===== config.mk =====
export PLATFORM = sky130hd
export DESIGN_NAME = key_scan_ctrl
export DESIGN_NICKNAME = d
export VERILOG_FILES = /design/src/rtl/ksc_pkg.sv /design/src/rtl/ksc_window_timer.sv /design/src/rtl/ksc_judge_flag.sv /design/src/rtl/ksc_key_latch.sv /design/src/rtl/ksc_regif.sv /design/src/rtl/key_scan_ctrl.sv
export SDC_FILE = /design/constraint.sdc
export NUM_CORES = 1
export LEC_CHECK = 0
export ABC_AREA = 1
export BUFFER_PORTS_ARGS = -buffer_cell sky130_fd_sc_hd__buf_2
export CORE_AREA = 2 2 61 63
export CTS_BUF_LIST = sky130_fd_sc_hd__clkbuf_4
export CTS_CLUSTER_SIZE = 40
export DETAILED_ROUTE_END_ITERATION = 16
export DIE_AREA = 0 0 63 65
export PLACE_DENSITY = 0.66
export SYNTH_ARGS = -nofsm -noshare
export SYNTH_HDL_FRONTEND = slang
export SYNTH_SLANG_ARGS = --single-unit
export TNS_END_PERCENT = 5

===== constraint.sdc =====
create_clock -name clk -period 2.65 [get_ports clk]
set_input_delay 0 -clock clk [delete_from_list [all_inputs] [get_ports clk]]
set_output_delay 0 -clock clk [all_outputs]
set_load 0.01 [all_outputs]

===== src/rtl/ksc_pkg.sv =====
package ksc_pkg;

   typedef enum logic [0:0] {
      LATCH_TRACK = 1'b0,
      LATCH_ACCUM = 1'b1
   } latch_mode_e;

   // cycles in a window of win_us microseconds at clk_hz
   function automatic int unsigned win_cycles(input int unsigned clk_hz,
                                              input int unsigned win_us);
      return ((clk_hz / 1000) * win_us) / 1000;
   endfunction

endpackage


===== src/rtl/ksc_window_timer.sv =====
module ksc_window_timer #(
   parameter int unsigned WIN_CYCLES = 22000
) (
   input  logic clk,
   input  logic rst_n,
   input  logic start,
   output logic active,
   output logic done
);
   localparam int unsigned CNT_W = (WIN_CYCLES > 1) ? $clog2(WIN_CYCLES) : 1;
   localparam logic [CNT_W-1:0] LAST = CNT_W'(WIN_CYCLES - 1);

   logic [CNT_W-1:0] cnt_q;
   logic             act_q;

   // a restart in the finishing cycle wins: the window is not complete
   assign done   = act_q && (cnt_q == LAST) && !start;
   assign active = act_q;

   always_ff @(posedge clk or negedge rst_n) begin
      if (!rst_n) begin
         act_q <= 1'b0;
         cnt_q <= '0;
      end else if (start) begin
         act_q <= 1'b1;
         cnt_q <= '0;
      end else if (done) begin
         act_q <= 1'b0;
         cnt_q <= '0;
      end else if (act_q) begin
         cnt_q <= cnt_q + 1'b1;
      end
   end

endmodule


===== src/rtl/ksc_judge_flag.sv =====
module ksc_judge_flag (
   input  logic clk,
   input  logic rst_n,
   input  logic set,
   input  logic clr_wr,
   input  logic clr_rd,
   output logic q
);
   // priority: new source write, then window completion, then read-clear
   always_ff @(posedge clk or negedge rst_n) begin
      if (!rst_n)       q <= 1'b0;
      else if (clr_wr)  q <= 1'b0;
      else if (set)     q <= 1'b1;
      else if (clr_rd)  q <= 1'b0;
   end
endmodule


===== src/rtl/ksc_key_latch.sv =====
module ksc_key_latch
   import ksc_pkg::*;
#(
   parameter int unsigned KEY_W      = 4,
   parameter latch_mode_e LATCH_MODE = LATCH_TRACK
) (
   input  logic             clk,
   input  logic             rst_n,
   input  logic             open,
   input  logic             restart,
   input  logic [KEY_W-1:0] key_in,
   output logic [KEY_W-1:0] key_q
);
   logic [KEY_W-1:0] hold_q;

   generate
      if (LATCH_MODE == LATCH_ACCUM) begin : g_accum
         always_ff @(posedge clk or negedge rst_n) begin
            if (!rst_n)        hold_q <= '0;
            else if (restart)  hold_q <= '0;
            else if (open)     hold_q <= hold_q | key_in;
         end
      end else begin : g_track
         logic unused_restart;
         assign unused_restart = restart;
         always_ff @(posedge clk or negedge rst_n) begin
            if (!rst_n)     hold_q <= '0;
            else if (open)  hold_q <= key_in;
         end
      end
   endgenerate

   assign key_q = hold_q;

endmodule


===== src/rtl/ksc_regif.sv =====
module ksc_regif #(
   parameter int unsigned     ADDR_W     = 7,
   parameter int unsigned     DATA_W     = 4,
   parameter int unsigned     KEY_W      = 4,
   parameter logic [ADDR_W-1:0] SRC_ADDR   = 7'h10,
   parameter logic [ADDR_W-1:0] JUDGE_ADDR = 7'h16,
   parameter logic [ADDR_W-1:0] KEY_ADDR   = 7'h70
) (
   input  logic              clk,
   input  logic              rst_n,
   input  logic              cpu_wr,
   input  logic              cpu_rd,
   input  logic [ADDR_W-1:0] cpu_addr,
   input  logic [DATA_W-1:0] cpu_wdata,
   output logic [DATA_W-1:0] cpu_rdata,
   input  logic              judge,
   input  logic [KEY_W-1:0]  key_data,
   output logic              wr_src,
   output logic              rd_judge,
   output logic [DATA_W-1:0] src_q
);
   logic [DATA_W-1:0] key_ext;
   logic [DATA_W-1:0] judge_ext;

   assign wr_src   = cpu_wr && (cpu_addr == SRC_ADDR);
   assign rd_judge = cpu_rd && (cpu_addr == JUDGE_ADDR);

   always_ff @(posedge clk or negedge rst_n) begin
      if (!rst_n)      src_q <= '0;
      else if (wr_src) src_q <= cpu_wdata;
   end

   always_comb begin
      key_ext               = '0;
      key_ext[KEY_W-1:0]    = key_data;
      judge_ext             = '0;
      judge_ext[0]          = judge;
   end

   always_comb begin
      unique case (cpu_addr)
         SRC_ADDR:   cpu_rdata = src_q;
         JUDGE_ADDR: cpu_rdata = judge_ext;
         KEY_ADDR:   cpu_rdata = key_ext;
         default:    cpu_rdata = '0;
      endcase
   end

endmodule


===== src/rtl/key_scan_ctrl.sv =====
module key_scan_ctrl
   import ksc_pkg::*;
#(
   parameter int unsigned       CLK_HZ     = 100_000_000,
   parameter int unsigned       WINDOW_US  = 220,
   parameter int unsigned       KEY_W      = 4,
   parameter int unsigned       DATA_W     = 4,
   parameter int unsigned       ADDR_W     = 7,
   parameter logic [ADDR_W-1:0] SRC_ADDR   = 7'h10,
   parameter logic [ADDR_W-1:0] JUDGE_ADDR = 7'h16,
   parameter logic [ADDR_W-1:0] KEY_ADDR   = 7'h70,
   parameter latch_mode_e       LATCH_MODE = LATCH_TRACK
) (
   input  logic              clk,
   input  logic              rst_n,
   input  logic              cpu_wr,
   input  logic              cpu_rd,
   input  logic [ADDR_W-1:0] cpu_addr,
   input  logic [DATA_W-1:0] cpu_wdata,
   output logic [DATA_W-1:0] cpu_rdata,
   input  logic [KEY_W-1:0]  key_in,
   output logic [DATA_W-1:0] key_src_out,
   output logic              pulldown_en,
   output logic              seg_phase
);
   localparam int unsigned WIN_CYCLES = win_cycles(CLK_HZ, WINDOW_US);

   initial begin : p_param_chk
      assert (KEY_W == 4) else $fatal(1, "key_scan_ctrl: KEY_W must be 4");
      assert (KEY_W <= DATA_W) else $fatal(1, "key_scan_ctrl: DATA_W too narrow");
      assert (WIN_CYCLES >= 2) else $fatal(1, "key_scan_ctrl: window under 2 cycles");
      assert (SRC_ADDR != JUDGE_ADDR && SRC_ADDR != KEY_ADDR && JUDGE_ADDR != KEY_ADDR)
         else $fatal(1, "key_scan_ctrl: register addresses collide");
   end

   logic              wr_src;
   logic              rd_judge;
   logic [DATA_W-1:0] src_q;
   logic              win_active;
   logic              win_done;
   logic              judge_q;
   logic [KEY_W-1:0]  latch_q;

   ksc_regif #(
      .ADDR_W     (ADDR_W),
      .DATA_W     (DATA_W),
      .KEY_W      (KEY_W),
      .SRC_ADDR   (SRC_ADDR),
      .JUDGE_ADDR (JUDGE_ADDR),
      .KEY_ADDR   (KEY_ADDR)
   ) regif_i (
      .clk       (clk),
      .rst_n     (rst_n),
      .cpu_wr    (cpu_wr),
      .cpu_rd    (cpu_rd),
      .cpu_addr  (cpu_addr),
      .cpu_wdata (cpu_wdata),
      .cpu_rdata (cpu_rdata),
      .judge     (judge_q),
      .key_data  (latch_q),
      .wr_src    (wr_src),
      .rd_judge  (rd_judge),
      .src_q     (src_q)
   );

   ksc_window_timer #(
      .WIN_CYCLES (WIN_CYCLES)
   ) timer_i (
      .clk    (clk),
      .rst_n  (rst_n),
      .start  (wr_src),
      .active (win_active),
      .done   (win_done)
   );

   ksc_judge_flag flag_i (
      .clk    (clk),
      .rst_n  (rst_n),
      .set    (win_done),
      .clr_wr (wr_src),
      .clr_rd (rd_judge),
      .q      (judge_q)
   );

   ksc_key_latch #(
      .KEY_W      (KEY_W),
      .LATCH_MODE (LATCH_MODE)
   ) latch_i (
      .clk     (clk),
      .rst_n   (rst_n),
      .open    (win_active),
      .restart (wr_src),
      .key_in  (key_in),
      .key_q   (latch_q)
   );

   assign pulldown_en = win_active;
   assign seg_phase   = !win_active;
   assign key_src_out = win_active ? src_q : '0;

endmodule


### Word-level counts from Yosys, hierarchy flattened

Index checks and enable logic that the tools add are counted.
W data, S select, Z words.

| storage, ports and cells | value |
|---|---|
| input bits | 19 |
| word-level logic and storage cells | 29 |
| flip-flop bits (word level) | 25 |
| output and inout port bits | 10 |

| operators by class | value |
|---|---|
| add/subtract/negate cells | 1 |
| multiplexer cells | 10 |
| reduce and logical (&&, ||, !) cells | 9 |
| eq/ne operators | 4 |

Operators with widths:

| cell | count |
|---|---|
| $mux W15 | 3 |
| $add A15 B1 Y15 const B | 1 |
| $eq A15 B15 Y1 const B | 1 |
| $eq A7 B5 Y1 const B | 2 |
| $pmux W4 S3 | 1 |
| $eq A7 B7 Y1 const B | 1 |
| $reduce_bool A3 Y1 | 2 |
| $mux W1 | 5 |
| $logic_and A1 B1 Y1 | 4 |
| $mux W4 | 1 |
| $logic_not A1 Y1 | 2 |
| $reduce_bool A2 Y1 | 1 |

### Longest topological paths before layout

Gate-level depths: netlist (run 1).

| depth | value |
|---|---|
| depth in word-level cells | 6 |
| gate-level depth with buffers | 9 |
| gate-level depth less buffers | 9 |

### Hierarchy

Synthesis (run 1) repeated with hierarchy kept, for this count alone.

| unflattened totals | value |
|---|---|
| cell total of the unflattened synthesis | 227 |
| area, all modules | 1562.7 µm² |

Modules (own cells, without submodules):

| module | area an instance (µm²) | cells an instance | seq. area each (µm²) | instances |
|---|---|---|---|---|
| ksc_window_timer | 1007.2 | 144 | 400.4 | 1 |
| ksc_regif | 327.8 | 52 | 100.1 | 1 |
| ksc_key_latch | 148.9 | 17 | 100.1 | 1 |
| ksc_judge_flag | 45.0 | 5 | 25.0 | 1 |
| key_scan_ctrl | 33.8 | 9 | 0.0 | 1 |

### Worst setup path before layout (run 1)

No wires, ideal clock.

| path | value |
|---|---|
| path kind | reg-to-reg |
| start point | register timer_i.cnt_q[0] |
| end point | register timer_i.cnt_q[6] |
| library setup time | 117 ps |
| clock period less this slack | 1355 ps |
| data required time | 2533 ps |
| stages on the path, launching flop included | 10 |
| arrival | 1239 ps |
| slack | 1295 ps |
| path buffers | 1 |
| cells stage by stage | dfrtp_1 > ha_1 > nand2_1 > nor2_2 > nand2_2 > nor2_4 > nor2_4 > buf_6 > nand2_1 > nand2_1 |

| on the way | value |
|---|---|
| longest elaborated chain between the ends | 5 |
| elaborated cells between the ends (all ways) | 8 |
| those cells by class | add/sub: 1; eq/ne: 1; mux: 3; reduce/logical: 3 |

Ends and longest elaborated chain:

| what | line | RTL |
|---|---|---|
| start: declaration | ksc_window_timer.sv:13 | `logic [CNT_W-1:0] cnt_q;` |
| start signal: assignment | ksc_window_timer.sv:31 | `cnt_q <= cnt_q + 1'b1;` |
| parallel branches: the longest is 5 deep, another holds $add A15 B1 Y15 | -- |  |

Parallel ways; which one is timed is not known. The select of a mux whose other input is x is not followed.
A chain may end at the register's enable or synchronous reset.

### Worst setup path in the final report (run 1)

| path | value |
|---|---|
| start point | register timer_i.cnt_q[1] |
| end point | register timer_i.cnt_q[14] |

The elaborated chain is that of the path after synthesis.

==> summary.txt, run 1 <==
Status
  • Status: finished, final reports clean

STA
  • Final critical-path share of the clock period: 55.96%
  • Clk_skew: 0.01173 ns
  • Slew headroom: 60.63%
  • Tightest Pin Transition: 0.5899 ns
  • Fmax achieved: 674.4 MHz
  • Final-report max-slew violation count: 0
  • Setup-failing EPs final: 0
  • RSZ-0062 raised after global routing: no
  • Setup TNS: 0 ns
  • Period minus WS final: 1.483 ns
  • Final worst slack: 1.167 ns
  • Endpoints failing hold: 0

Clocking
  • Worst-path clk slew: 0.14 ns
  • CTS Hold Buffers Added: 10
  • TritonCTS buffer count: 3
  • Post-CTS setup buffers: 0
  • Post-CTS resize count: 0
  • CTS tree: built
  • CTS max path bufs: 2
  • H-Tree Depth: 1
  • CTS Root Buffer Type: clkbuf_4
  • Clock Sinks: 25
  • Skew-Pair Late Insertion Delay: 0.33 ns

Logic synthesis
  • Area fraction of the dominant cell type after synthesis: 41.56%
  • Gate Count Post-Synth: 217
  • Biggest area consumer among synthesized cells: dfrtp_1
  • Syn. warnings: 0
  • Synthesized area: 1505 sq um
  • Total nets after synthesis: 237
  • Avg Inst Size Synth: 6.936 sq um
  • Sequential area share after synthesis: 41.56%
  • Synth cell types: 22
  • #FFs+latches synth: 25
  • Synth area leaders: dfrtp_1, nand2_1, inv_1, nor2_1, nand3_1

Pwr
  • Internal Pwr Total: 0.0006291 W
  • Leak Pwr: 0.9846 nW
  • Switch share: 36.04%
  • Maximum vdd drop: 277.1 uV
  • Part of the power in registers: 52.7%
  • Switching power of the nets: 0.0003545 W
  • Comb pwr share: 29.5%
  • Clock power share: 17.8%
  • PwrDens: 547.5 nW/um^2

Global routing
  • Largest net degree at the start of global routing: 26
  • First-pass GRT wire length: 6.120 mm
  • Vias in the first global route: 1455
  • Number of antenna violations at the first check in global routing: 0
  • Total gr overflow: 0
  • GR Util All Layers: 18.71%

Drt
  • Drt wl/cell: 10.49 microns
  • DRT iter0 DRCs: 88
  • Via/cell ratio: 4.603
  • ANT nets after route: 0
  • Final WL: 3.169 mm
  • Pre-Repair DR Iteration Count: 5
  • Via count: 1390
  • DRC violations left: 0

Cells and area
  • ANT cells: 0
  • Post-layout nets: 275
  • Most common cell after layout, fill and taps aside: nand2_1
  • Layout area overhead: 19.37%
  • Most frequent cells in the layout: nand2_1, inv_1, buf_2
  • Layout cell share with drive strength beyond 1: 16.93%

Critical path
  • Max FO, Critical Path: 5
  • Startpoint types: register
  • Worst EP required: 2.88 ns
  • Beginning of the critical path: timer_i.cnt_q[1]$_DFFE_PN0P_
  • Worst setup path endpoint: timer_i.cnt_q[14]$_DFFE_PN0P_
  • Reg-to-reg setup timing slack: 1.17 ns
  • RR Startpoint: timer_i.cnt_q[1]$_DFFE_PN0P_
  • RR Endpoint: timer_i.cnt_q[14]$_DFFE_PN0P_
  • CP Class: register to register
  • CP Capture Type: register
  • Critical Path AT: 1.71 ns
  • R2r worst-path depth: 8

Hold path
  • Hold path start: cpu_wr
  • Hold Crit Class: input pin to register

Floorplan
  • Initial Util: 43.06%
  • Chip height: 65 microns
  • Die Wd: 63 microns
  • Ports: 29
  • Core ar.: 3496 sq um
  • Die area: 4095 sq um
  • Std-Cell Rows: 22

Place
  • Final estimated routing congestion in global placement: 0.7354
  • Port bufs: 28
  • DP Wirelength: 2.223 mm
  • Post-Place Worst Slack: 1.194 ns

Job
  • Max-cap viol count: 0
## power groups by stage
stage | Sequential, W | Clock [W] | Combinational, W
final | 0.000518 | 0.000175 | 0.000290
after global routing | 0.000528 | 0.000197 | 0.000346
after CTS | 0.000518 | 0.000183 | 0.000292
after detailed placement | 0.000525 | 0 | 0.000280
after global placement | 0.000521 | 0 | 0.000278
after floorplan | 0.000511 | 0 | 0.000215
## worst max-delay path, stage by stage, from the launching register on
cell	delay (ns)
dfrtp_1	0.42
ha_1	0.20
nand3_1	0.13
nor2_1	0.31
nand3_1	0.11
nand2_1	0.07
nand2_1	0.04
nand2_1	0.05
nand2_1	0.04
## Yosys cell counts, drive strengths merged
library cell   n
dfrtp         25
o21ai          8
inv           31
nor2          20
a21oi          1
nand3          9
nand2         97
buf            4
ha             1
o211ai         1
clkbuf         1
xor2           5
nand4          7
xnor2          2
o22ai          3
nand3b         1
and3           1
## worst min path at each step
stage,endpoint,depth (start not counted)
2_1_floorplan,flag_i.q$_DFFE_PN0P_,0
3_3_place_gp,timer_i.cnt_q[12]$_DFFE_PN0P_,1
3_5_place_dp,timer_i.cnt_q[12]$_DFFE_PN0P_,1
4_1_cts,timer_i.active$_DFFE_PN0P_,3
5_1_grt,timer_i.active$_DFFE_PN0P_,3
6_report,timer_i.active$_DFFE_PN0P_,3
## sequential cells by signal (all words and copies together), names as in the netlist
register / flops
timer_i.cnt_q: 15
regif_i.src_q: 4
flag_i.q: 1
latch_i.key_q: 4
timer_i.active: 1
## metrics by stage
step	instances	utilization, %	area, sq um	total power (W)	hold slack [ns]
2_1_floorplan	217	-	1505	0.0007260	-0.2956
3_3_place_gp	288	47.75	1669	0.0007993	0.02739
3_5_place_dp	288	47.75	1669	0.0008048	0.02907
4_1_cts	302	51.40	1797	0.0009927	0.04506
5_1_grt	302	51.40	1797	0.001071	0.06243
6_report	302	51.40	1797	0.0009836	0.05359
## area by class of cell
| type | instances | area [sq um] |
|---|---|---|
| Multi-Input combinational cell | 156 | 726.9 |
| Clock inverter | 1 | 5.005 |
| Tap cell | 48 | 60.06 |
| Timing Repair Buffer | 38 | 240.2 |
| Clock buffer | 3 | 22.52 |
| Fill cell | 363 | 1699 |
| Sequential cell | 25 | 625.6 |
| Inverter | 31 | 116.4 |
## routing by layer
metal	share of wire, %	vias up	track usage (%)
li1	-	740	-
met2	48	24	32.85
met5	0	-	0
met1	47	622	23.15
met3	3.3	4	2.604
met4	1.6	0	7.500
## cells by family (layout without fill, tap and decap cells)
| group | Yosys count | after routing | share of synthesized area, % |
|---|---|---|---|
| compound gates | 13 | 13 | 4.738 |
| xor+xnor | 7 | 7 | 4.073 |
| flops | 25 | 25 | 41.56 |
| buf+inv | 36 | 73 | 10.14 |
| simple gates | 135 | 135 | 38.65 |
| fa+ha+maj | 1 | 1 | 0.8311 |
Power figures use the tool's default switching activity.
==> inputs of run 2 (changes only) <==
- PLACE_DENSITY: 0.66 -> 0.68
- clock period: 2.65 -> 1.2 ns (I/O delays scaled with it)
==> run 2 against run 1 <==
  * The run now ends with setup timing left
  * Maximum frequency increased by 10%
  * Setup slack worse by 1.3 ns
  * Clock skew is 0.0084 ns lower
  * Global-route usage increased by 1.4 points
  * First-iteration DRC count shrank 26%
  * Routed wire length up 14%
  * Critical endpoint is now timer_i.cnt_q[3]$_DFFE_PN0P_
==> summary.txt, run 2 (synthesis gave the netlist of run 1 again) <==
Drt
  • Via count: 1549 (was 1390)
  • DRC violations left: 0 (unchanged)
  • Drt wl/cell: 10.82 microns (was 10.49 microns)
  • DRT iter0 DRCs: 65 (was 88)
  • ANT nets after route: 0 (unchanged)
  • Via/cell ratio: 4.624 (was 4.603)
  • Final WL: 3.626 mm (was 3.169 mm)
  • Pre-Repair DR Iteration Count: 4 (was 5)

Clocking
  • CTS max path bufs: 2 (unchanged)
  • TritonCTS buffer count: 3 (unchanged)
  • Worst-path clk slew: 0.13 ns (was 0.14 ns)
  • CTS tree: built (unchanged)
  • CTS Root Buffer Type: clkbuf_4 (unchanged)
  • H-Tree Depth: 1 (unchanged)
  • Clock Sinks: 25 (unchanged)
  • Skew-Pair Late Insertion Delay: 0.32 ns (was 0.33 ns)

Place
  • Port bufs: 28 (unchanged)
  • Post-Place Worst Slack: -0.1238 ns (was 1.194 ns)
  • Final estimated routing congestion in global placement: 0.8102 (was 0.7354)
  • DP Wirelength: 2.506 mm (was 2.223 mm)
  • DP Area: 1917 sq um (was 1669 sq um)

Status
  • Status: complete, but fails checks (was finished, final reports clean)
  • Failing checks: setup timing

Global routing
  • Total gr overflow: 0 (unchanged)
  • First-pass GRT wire length: 6.568 mm (was 6.120 mm)
  • Number of antenna violations at the first check in global routing: 0 (unchanged)
  • Largest net degree at the start of global routing: 26 (unchanged)
  • GR Util All Layers: 20.16% (was 18.71%)
  • Vias in the first global route: 1557 (was 1455)

Critical path
  • Cell mode on critical path: nand2_1 (unchanged)
  • CP Capture Type: register (unchanged)
  • CP Class: register to register (unchanged)
  • Worst EP required: 1.43 ns (was 2.88 ns)
  • Startpoint types: register (unchanged)
  • Critical-path top delay cell: dfrtp_1 (unchanged)
  • Critical path's top delay family: simple AND/OR/NAND/NOR gates (unchanged)
  • Buf/Inv on CP: 1 (was 0)
  • Worst-path cell chain: ha_2 > nand2_1 > nor2_2 > nand2_2 > nor2_4 > nor2_4 > buf_12 > nand2_1 > nand2_1 (was ha_1 > nand3_1 > nor2_1 > nand3_1 > nand2_1 > nand2_1 > nand2_1 > nand2_1)
  • Max FO, Critical Path: 13 (was 5)
  • Reg-to-reg setup timing slack: -0.15 ns (was 1.17 ns)
  • Beginning of the critical path: timer_i.cnt_q[0]$_DFFE_PN0P_ (was timer_i.cnt_q[1]$_DFFE_PN0P_)
  • RR Startpoint: timer_i.cnt_q[0]$_DFFE_PN0P_ (was timer_i.cnt_q[1]$_DFFE_PN0P_)
  • Critical Path AT: 1.58 ns (was 1.71 ns)
  • Crit path largest cell delay: 0.38 ns (was 0.42 ns)

Job
  • Max-cap viol count: 0 (unchanged)

Cells and area
  • Layout area overhead: 40.98% (was 19.37%)
  • Post-route design area: 2122 sq um (was 1797 sq um)
  • Post-layout nets: 308 (was 275)
  • Layout cell share with drive strength beyond 1: 30.31% (was 16.93%)
  • ANT cells: 0 (unchanged)
  • Most common cell after layout, fill and taps aside: nand2_1 (unchanged)
  • Most frequent cells in the layout: nand2_1, buf_4, inv_1 (was nand2_1, inv_1, buf_2)
  • Fillers: 315 (was 363)
  • Max FFs per register: 15 (unchanged)
  • Reg with most FFs: timer_i.cnt_q (unchanged)

Hold path
  • Hold Crit Class: input pin to register (unchanged)
  • Hold path start: cpu_wr (unchanged)

STA
  • Fmax achieved: 742.2 MHz (was 674.4 MHz)
  • Tightest Pin Transition: 0.5596 ns (was 0.5899 ns)
  • Final-report max-slew violation count: 0 (unchanged)
  • RSZ-0062 raised after global routing: yes (was no)
  • Fin Hold WS: 0.05929 ns (was 0.05359 ns)
  • Slew headroom: 62.70% (was 60.63%)
  • Clk_skew: 0.003321 ns (was 0.01173 ns)
  • Endpoints failing hold: 0 (unchanged)
  • Final worst slack: -0.1473 ns (was 1.167 ns)
  • Period minus WS final: 1.347 ns (was 1.483 ns)
  • Final critical-path share of the clock period: 112.3% (was 55.96%)
  • Setup-failing EPs final: 19 (was 0)

Floorplan
  • Ports: 29 (unchanged)
  • Die Wd: 63 microns (unchanged)
  • Core ar.: 3496 sq um (unchanged)
  • Die area: 4095 sq um (unchanged)
  • Chip height: 65 microns (unchanged)
  • Std-Cell Rows: 22 (unchanged)
  • Initial Util: 43.06% (unchanged)

Pwr
  • PwrDens: 1149 nW/um^2 (was 547.5 nW/um^2)
  • Maximum vdd drop: 672.6 uV (was 277.1 uV)
  • Leak Pwr: 1.179 nW (was 0.9846 nW)
==> run 2: cell count changes in the layout (fill, tap and decap cells not counted), sizes merged <==
cell,delta
buf,+33
==> run 2: metal layers <==
layer	wire length, microns	up-vias	global-route usage [%]
li1	-	806	-
met4	29	0	6.111
met1	1700	719	25.30
met2	1812	20	36.30
met3	84	4	2.257
met5	0	-	0
==> run 2: what timing repair did <==
action / in CTS / in global routing
buffers inserted: 0 / 2
setup endpoints to repair: 19 / 20
cloned: 0 / 0
hold buffers: 10 / 0
pin swaps: 1 / 3
gates resized for setup: 7 / 10
endpoints found under the hold margin: 34 / 0
==> run 2: metrics by stage <==
stage	cells	total power [W]	util (%)	TNS (ns)
6_report	335	0.002439	60.70	-2.165
5_1_grt	335	0.002637	60.70	-3.965
4_1_cts	333	0.002401	59.09	-1.774
3_5_place_dp	319	0.001979	54.83	-1.578
3_3_place_gp	319	0.001966	54.83	-1.144
2_1_floorplan	217	0.001609	-	-1.505
==> run 2: worst min-delay path: stages <==
cell and delay, ns:
buf_2 0.08, nand3_1 0.15, o21ai_0 0.11
==> run 2: area by class of cell <==
| type | instances | area (sq um) | area share [%] |
|---|---|---|---|
| Sequential cell | 25 | 625.6 | 29.48 |
| Tap cell | 48 | 60.06 | 2.830 |
| Clock inverter | 1 | 5.005 | 0.2358 |
| Clock buffer | 3 | 22.52 | 1.061 |
| Timing Repair Buffer | 71 | 534.3 | 25.18 |
| Multi-Input combinational cell | 156 | 758.2 | 35.73 |
| Inverter | 31 | 116.4 | 5.483 |
==> run 2: path summary, 6_finish.rpt <==
| check | depth (start not counted) | to |
|---|---|---|
| max in group asynchronous | 2 | latch_i.key_q[0]$_DFFE_PN0P_ |
| worst min register to register | 2 | latch_i.key_q[0]$_DFFE_PN0P_ |
| worst max register to register | 9 | timer_i.cnt_q[3]$_DFFE_PN0P_ |
| min in group asynchronous | 2 | timer_i.cnt_q[14]$_DFFE_PN0P_ |
| worst min-delay path | 3 | timer_i.active$_DFFE_PN0P_ |
| worst max-delay path | 9 | timer_i.cnt_q[3]$_DFFE_PN0P_ |
==> run 2: power by group <==
part	total, W	leakage [nW]	internal (W)	switching [W]
Combinational	0.000938	0.863	0.000476	0.000462
Sequential	0.00113	0.298	0.000992	0.000133
Clock	0.000375	0.0177	0.000125	0.000250
